File: config.mk
export PLATFORM = sky130hd
export DESIGN_NAME = oneshot_down_timer
export DESIGN_NICKNAME = d
export VERILOG_FILES = /design/src/rtl/oneshot_pkg.sv /design/src/rtl/os_tick_gate.sv /design/src/rtl/os_down_counter.sv /design/src/rtl/os_ctrl.sv /design/src/rtl/oneshot_down_timer.sv
export SDC_FILE = /design/constraint.sdc
export NUM_CORES = 1
export LEC_CHECK = 0
export BUFFER_PORTS_ARGS = -buffer_cell sky130_fd_sc_hd__buf_2
export CORE_MARGIN = 5
export CORE_UTILIZATION = 40
export CTS_BUF_LIST = sky130_fd_sc_hd__clkbuf_4 sky130_fd_sc_hd__clkbuf_8
export DETAILED_ROUTE_END_ITERATION = 12
export GPL_TIMING_DRIVEN = 0
export MAX_ROUTING_LAYER = met4
export SYNTH_ARGS = -nofsm -noshare
export SYNTH_HDL_FRONTEND = slang
export SYNTH_SLANG_ARGS = --single-unit
File: constraint.sdc
create_clock -name clk -period 2.8 [get_ports clk]
set_clock_uncertainty 0.05 [all_clocks]
set_input_delay 0.28 -clock clk [delete_from_list [all_inputs] [get_ports clk]]
set_output_delay 0.28 -clock clk [all_outputs]
set_load 0.05 [all_outputs]
File: src/rtl/oneshot_pkg.sv
// Package: shared types for the one-shot timer channel.
// Assumes: nothing beyond IEEE 1800-2017.
package oneshot_pkg;
    typedef enum logic [1:0] {
        OS_IDLE = 2'd0,   // not running, may or may not be armed
        OS_WAIT = 2'd1,   // start seen, waiting for a count-clock enable
        OS_RUN  = 2'd2    // pulse high, counting down
    } os_state_t;
endpackage

File: src/rtl/os_tick_gate.sv
// Module: os_tick_gate
// Combines the two prescaler stage strobes into the single count-clock
// enable used by the channel.
// Assumes: both strobes are synchronous to clk and one cycle wide.
module os_tick_gate (
    input  logic pre1_en,
    input  logic pre2_en,
    output logic tick
);
    // Both stages must agree for a count-clock enable.
    always_comb begin
        tick = pre1_en & pre2_en;
    end
endmodule

File: src/rtl/os_down_counter.sv
// Module: os_down_counter
// Loadable down-counter that saturates at zero, with compare outputs.
// Assumes: load has priority over decrement; reset is synchronous active-low.
module os_down_counter #(
    parameter int W = 16
) (
    input  logic         clk,
    input  logic         rst_n,
    input  logic         load_en,
    input  logic [W-1:0] load_val,
    input  logic         dec_en,
    output logic [W-1:0] count,
    output logic         at_one,
    output logic         at_zero
);
    localparam logic [W-1:0] ONE = {{(W-1){1'b0}}, 1'b1};

    // Count register: load, else decrement toward zero, else hold.
    always_ff @(posedge clk) begin
        if (!rst_n)
            count <= '0;
        else if (load_en)
            count <= load_val;
        else if (dec_en && !at_zero)
            count <= count - ONE;
    end

    // Compare flags for the controller.
    always_comb begin
        at_one  = (count == ONE);
        at_zero = (count == '0);
    end

    assert_dec_step_R3: assert property (@(posedge clk) disable iff (!rst_n)
        (dec_en && !load_en && !at_zero) |=> (count == $past(count) - ONE));

    assert_hold_R8: assert property (@(posedge clk) disable iff (!rst_n)
        (!dec_en && !load_en) |=> $stable(count));
endmodule

File: src/rtl/os_ctrl.sv
// Module: os_ctrl
// Sequencer for one shot: arm bit, wait-for-tick, run, end detection,
// terminate cutoff and the sticky end flag.
// Assumes: at_one/at_zero describe the counter value before this edge;
// term_trig has priority over every other event.
module os_ctrl
    import oneshot_pkg::*;
(
    input  logic clk,
    input  logic rst_n,
    input  logic tick,
    input  logic start_trig,
    input  logic term_trig,
    input  logic arm_set,
    input  logic cnt_wr,
    input  logic flag_clr,
    input  logic at_one,
    input  logic at_zero,
    output logic dec_en,
    output logic pulse_q,
    output logic armed_q,
    output logic end_flag_q
);
    os_state_t state_q, state_d;
    logic      armed_d;
    logic      end_set;

    // Next-state decode for the shot sequence.
    always_comb begin
        state_d = state_q;
        armed_d = armed_q;
        end_set = 1'b0;
        dec_en  = 1'b0;
        if (term_trig) begin
            state_d = OS_IDLE;
            armed_d = 1'b0;
        end else begin
            unique case (state_q)
                OS_IDLE: begin
                    if (arm_set)
                        armed_d = 1'b1;
                    if (armed_q && start_trig)
                        state_d = OS_WAIT;
                end
                OS_WAIT: begin
                    if (tick) begin
                        if (at_zero) begin
                            state_d = OS_IDLE;
                            armed_d = 1'b0;
                            end_set = 1'b1;
                        end else begin
                            state_d = OS_RUN;
                        end
                    end
                end
                OS_RUN: begin
                    if (tick && !cnt_wr) begin
                        dec_en = 1'b1;
                        if (at_one || at_zero) begin
                            state_d = OS_IDLE;
                            armed_d = 1'b0;
                            end_set = 1'b1;
                        end
                    end
                end
                default: state_d = OS_IDLE;
            endcase
        end
    end

    // State, arm bit and registered pulse output.
    always_ff @(posedge clk) begin
        if (!rst_n) begin
            state_q <= OS_IDLE;
            armed_q <= 1'b0;
            pulse_q <= 1'b0;
        end else begin
            state_q <= state_d;
            armed_q <= armed_d;
            pulse_q <= (state_d == OS_RUN);
        end
    end

    // Sticky end flag: set wins over clear.
    always_ff @(posedge clk) begin
        if (!rst_n)
            end_flag_q <= 1'b0;
        else if (end_set)
            end_flag_q <= 1'b1;
        else if (flag_clr)
            end_flag_q <= 1'b0;
    end

    assert_pulse_needs_arm_R4: assert property (@(posedge clk) disable iff (!rst_n)
        pulse_q |-> armed_q);

    assert_term_cut_R8: assert property (@(posedge clk) disable iff (!rst_n)
        term_trig |=> (!pulse_q && !armed_q));

    assert_term_noflag_R8: assert property (@(posedge clk) disable iff (!rst_n)
        (term_trig && !end_flag_q) |=> !end_flag_q);

    assert_disarmed_quiet_R6: assert property (@(posedge clk) disable iff (!rst_n)
        !armed_q |=> !pulse_q);

    assert_flag_sticky_R5: assert property (@(posedge clk) disable iff (!rst_n)
        (end_flag_q && !flag_clr) |=> end_flag_q);

    assert_rise_on_tick_R2: assert property (@(posedge clk) disable iff (!rst_n)
        $rose(pulse_q) |-> $past(tick));

    assert_end_on_tick_R3: assert property (@(posedge clk) disable iff (!rst_n)
        $rose(end_flag_q) |-> ($past(tick) && !armed_q));
endmodule

File: src/rtl/oneshot_down_timer.sv
// Module: oneshot_down_timer (top)
// One timer channel producing a single pulse whose width is a counted
// number of count-clock enables, with terminate cutoff and optional reload.
// Assumes: all inputs synchronous to clk; strobes are one cycle wide;
// synchronous active-low reset.
module oneshot_down_timer #(
    parameter int CNT_W      = 16,
    parameter bit HAS_RELOAD = 1'b1
) (
    input  logic             clk,
    input  logic             rst_n,
    input  logic             pre1_en,
    input  logic             pre2_en,
    input  logic             start_trig,
    input  logic             term_trig,
    input  logic             arm_set,
    input  logic             cnt_wr,
    input  logic [CNT_W-1:0] cnt_wdata,
    input  logic             rld_wr,
    input  logic [CNT_W-1:0] rld_wdata,
    input  logic             flag_clr,
    output logic             pulse_out,
    output logic             armed,
    output logic             end_flag,
    output logic [CNT_W-1:0] cnt_val
);
    logic             tick;
    logic             dec_en;
    logic             at_one, at_zero;
    logic             reload_ld;
    logic             load_en;
    logic [CNT_W-1:0] load_val;
    logic [CNT_W-1:0] reload_q;

    os_tick_gate u_tick (
        .pre1_en (pre1_en),
        .pre2_en (pre2_en),
        .tick    (tick)
    );

    generate
        if (HAS_RELOAD) begin : g_reload
            // Reload register written by software.
            always_ff @(posedge clk) begin
                if (!rst_n)
                    reload_q <= '0;
                else if (rld_wr)
                    reload_q <= rld_wdata;
            end
            // Copy reload into counter when arming a disarmed channel.
            always_comb begin
                reload_ld = arm_set && !armed && !term_trig;
            end
        end else begin : g_noreload
            // No reload register on this variant.
            always_comb begin
                reload_q  = '0;
                reload_ld = 1'b0;
            end
        end
    endgenerate

    // Counter load source: direct write wins over reload.
    always_comb begin
        load_en  = cnt_wr || reload_ld;
        load_val = cnt_wr ? cnt_wdata : reload_q;
    end

    os_down_counter #(.W(CNT_W)) u_cnt (
        .clk      (clk),
        .rst_n    (rst_n),
        .load_en  (load_en),
        .load_val (load_val),
        .dec_en   (dec_en),
        .count    (cnt_val),
        .at_one   (at_one),
        .at_zero  (at_zero)
    );

    os_ctrl u_ctrl (
        .clk        (clk),
        .rst_n      (rst_n),
        .tick       (tick),
        .start_trig (start_trig),
        .term_trig  (term_trig),
        .arm_set    (arm_set),
        .cnt_wr     (cnt_wr),
        .flag_clr   (flag_clr),
        .at_one     (at_one),
        .at_zero    (at_zero),
        .dec_en     (dec_en),
        .pulse_q    (pulse_out),
        .armed_q    (armed),
        .end_flag_q (end_flag)
    );

    assert_done_zero_R4: assert property (@(posedge clk) disable iff (!rst_n)
        $rose(end_flag) |-> (cnt_val == '0 || $past(cnt_wr)));
endmodule

==> reports/results.txt <==
Status - completed
Sequential share of power - 0.440
Hold buffers post-CTS - 0
Vias in the first global route - 2145
CTS buffer count - 5
Leak - 0.00112 uW
Share of the synthesized area in the top cell type - 0.332
Die area - 7170 sq um
Slew Limit Fails - 0
GP Congestion - 0.865
# setup viols final - 0
Most frequent cells in the layout - 58 x buf_2, 37 x dfxtp_1, 24 x nor2b_1
Setup TNS - 0 ps
Initial Utilization - 0.408
Comb power frac - 0.269
Total congestion overflow - 0
Switching part of the total - 0.335
Multi-input gate area - 1380 sq um
Row count - 27
GRT Resource Usage Total - 0.188
WP data required - 2950 ps
ANT cells - 0
Period minus WS final - 2590 ps
Via count - 2192
Clock Power Share - 0.291
Critical path class - reg -> reg
Seq cells post-synth - 37
Hold WS - 190 ps
Clk buf depth - 2
Syn_nets - 316
Root buf cell - clkbuf_8
Global-route wire length before repair - 10600 microns
Most common cell after layout, fill and taps aside - buf_2
Placed Cells - 396
Residual DRC count - 0
Antenna viol nets, final - 0
CTS tree - yes
Cell count after synthesis - 267
Hold Crit Class - in -> reg
Pwr Density - 503 nW/um^2
P&R area growth vs syn - 20.9%
Fill cell count - 562
Final-stage net count - 380
Post-CTS Resized - 0
Cell variety after synth - 50
Largest net degree at the start of global routing - 11
Crit-path cells - nor4_1 -> nand4_1 -> a21oi_1 -> buf_2 -> nor3_1 -> o21a_1
Worst VDD drop - 0.000222 V
DIE HEIGHT - 84.7 microns
Asr flop ratio synth - 0
Layout Utilization - 0.493
Max stage delay on crit path - 580 ps
Layout Cells excl Fill - 403
Clk Latency, worst-skew pair - 290 ps
Ports - 61
YS warnings - 0
Share of layout cells above drive strength 1 - 0.224
Psw - 455 uW
FMAX - 386 MHz
Post-DP HPWL - 4780 microns
Post-CTS Setup Bufs - 0
WL final - 6360 microns
Hold depth - 3
WL/cell - 15.8 microns
WP buf/inv - 1
Part of the cycle the worst path needs - 0.926
P_int - 902 uW
DP Worst Slack - 315 ps
Cell Area, Synth - 2230 sq um
CP Launch Type - flop
Top_reg_cell synth - dfxtp_1
Slew margin rel. - 0.521
Final hold viol count - 0
Initial antenna violation count - 0
Worst path depth - 6
# H-tree levels - 2
Synth area leader - dfxtp_1
Worst Max-Slew Pin Slew - 719 ps
1st-iter DRT viols - 108
Clock slew at reported path FFs - 80 ps
Die X - 84.7 microns
Vias per std cell - 5.44
Clock Sink Count - 37
Post-synth EDFFs - 0
Top area cells in the synthesized netlist - dfxtp_1 33%, mux2i_1 7.2%, nor2b_1 6.7%
Worst Path Max Fanout - 10
Sequential fraction of the synthesis area - 0.332
Max-Cap Viols - 0
Critical Path AT - 2740 ps
Core area - 5470 sq um
Router iterations before antenna repair - 5
Sequential cell area - 741 sq um
RSZ-0062 raised after global routing - no
Slowest library cell on the worst path - nor4_1
Final worst slack - 208 ps
Crit path max-delay family - simple AND/OR/NAND/NOR gates
Mean area per synthesized cell - 8.36 sq um
CP Capture Type - flop
Port bufs - 57
Worst r2r path cells - 6
[worst register-to-register path: stages (launching register included)]
cell and delay [ps]:
dfxtp_1 400, nor4_1 580, nand4_1 500, a21oi_1 360, buf_2 310, nor3_1 120, o21a_1 190
[power groups by stage]
stage	sequential [uW]	combinational (uW)	clock [uW]
6_report	597	364	395
3_5_place_dp	609	365	0
3_3_place_gp	609	361	0
4_1_cts	597	366	407
2_1_floorplan	668	198	0
5_1_grt	604	402	427
[final cells by class]
cell class / count / share of cell area
multi-input combinational: 203 / 0.512
sequential: 37 / 0.275
timing repair buffer: 57 / 0.106
clock buffer: 7 / 0.0334
tap: 72 / 0.0334
buffer: 18 / 0.0283
inverter: 9 / 0.0125
[cells in the mapped netlist, drive strengths merged (2+ instances only)]
cell and instances:
mux2i 16, nand3 3, a221oi 3, inv 9, buf 2, a21oi 9
or4 2, ha 7, o21ai 14, nand2 21, nor4 8, xor2 3
o21a 3, or3 3, a22oi 2, nand4 3, dfxtp 37, clkbuf 16
o31ai 2, nor2b 24, nor3b 4, a211oi 4, o311a 2, o22ai 3
a211o 3, o221a 2, a41oi 3, nand2b 7, o41ai 3, nor2 14
o311ai 3, xnor2 2, a21boi 4, a31oi 4, nor3 10, a21o 2
or3b 2
[final timing paths]
| check | startpoint | end | slack [ps] |
|---|---|---|---|
| max | u_cnt.count[7] | u_cnt.count[3] | 210 |
| max reg2reg | u_cnt.count[7] | u_cnt.count[3] | 210 |
| min | rld_wdata[15] | reload_q[15] | 190 |
| min reg2reg | reload_q[14] | reload_q[14] | 460 |
[state kept, by name (all words and copies together), names as in the netlist]
signal,cells
reload_q,16
u_cnt.count,16
u_ctrl.state_q,2
u_ctrl.armed_q,1
u_ctrl.end_flag_q,1
u_ctrl.pulse_q,1
[metal layers]
layer | track usage | vias to the layer above | routed length [microns]
li1 | - | 1101 | -
met1 | 0.253 | 1010 | 3050
met2 | 0.290 | 75 | 2840
met3 | 0.0363 | 6 | 401
met4 | 0.0460 | 0 | 61
met5 | - | - | 0
[per-stage QoR]
| step | power [uW] | area [sq um] |
|---|---|---|
| 5_1_grt | 1430 | 2700 |
| 3_5_place_dp | 974 | 2610 |
| 4_1_cts | 1370 | 2700 |
| 3_3_place_gp | 970 | 2610 |
| 6_report | 1360 | 2700 |
| 2_1_floorplan | 866 | 2230 |
[kinds of logic after synthesis]
| group | after synthesis | synth area share |
|---|---|---|
| flip-flops | 37 | 0.332 |
| AND/OR/NAND/NOR | 104 | 0.260 |
| AO/OA/AOI/OAI | 70 | 0.223 |
| adder cells (fa/ha/maj) | 7 | 0.0393 |
| multiplexers | 17 | 0.0768 |
| XOR/XNOR | 5 | 0.0196 |
| buffers and inverters | 27 | 0.0494 |
(Power assumes the default switching activity.)
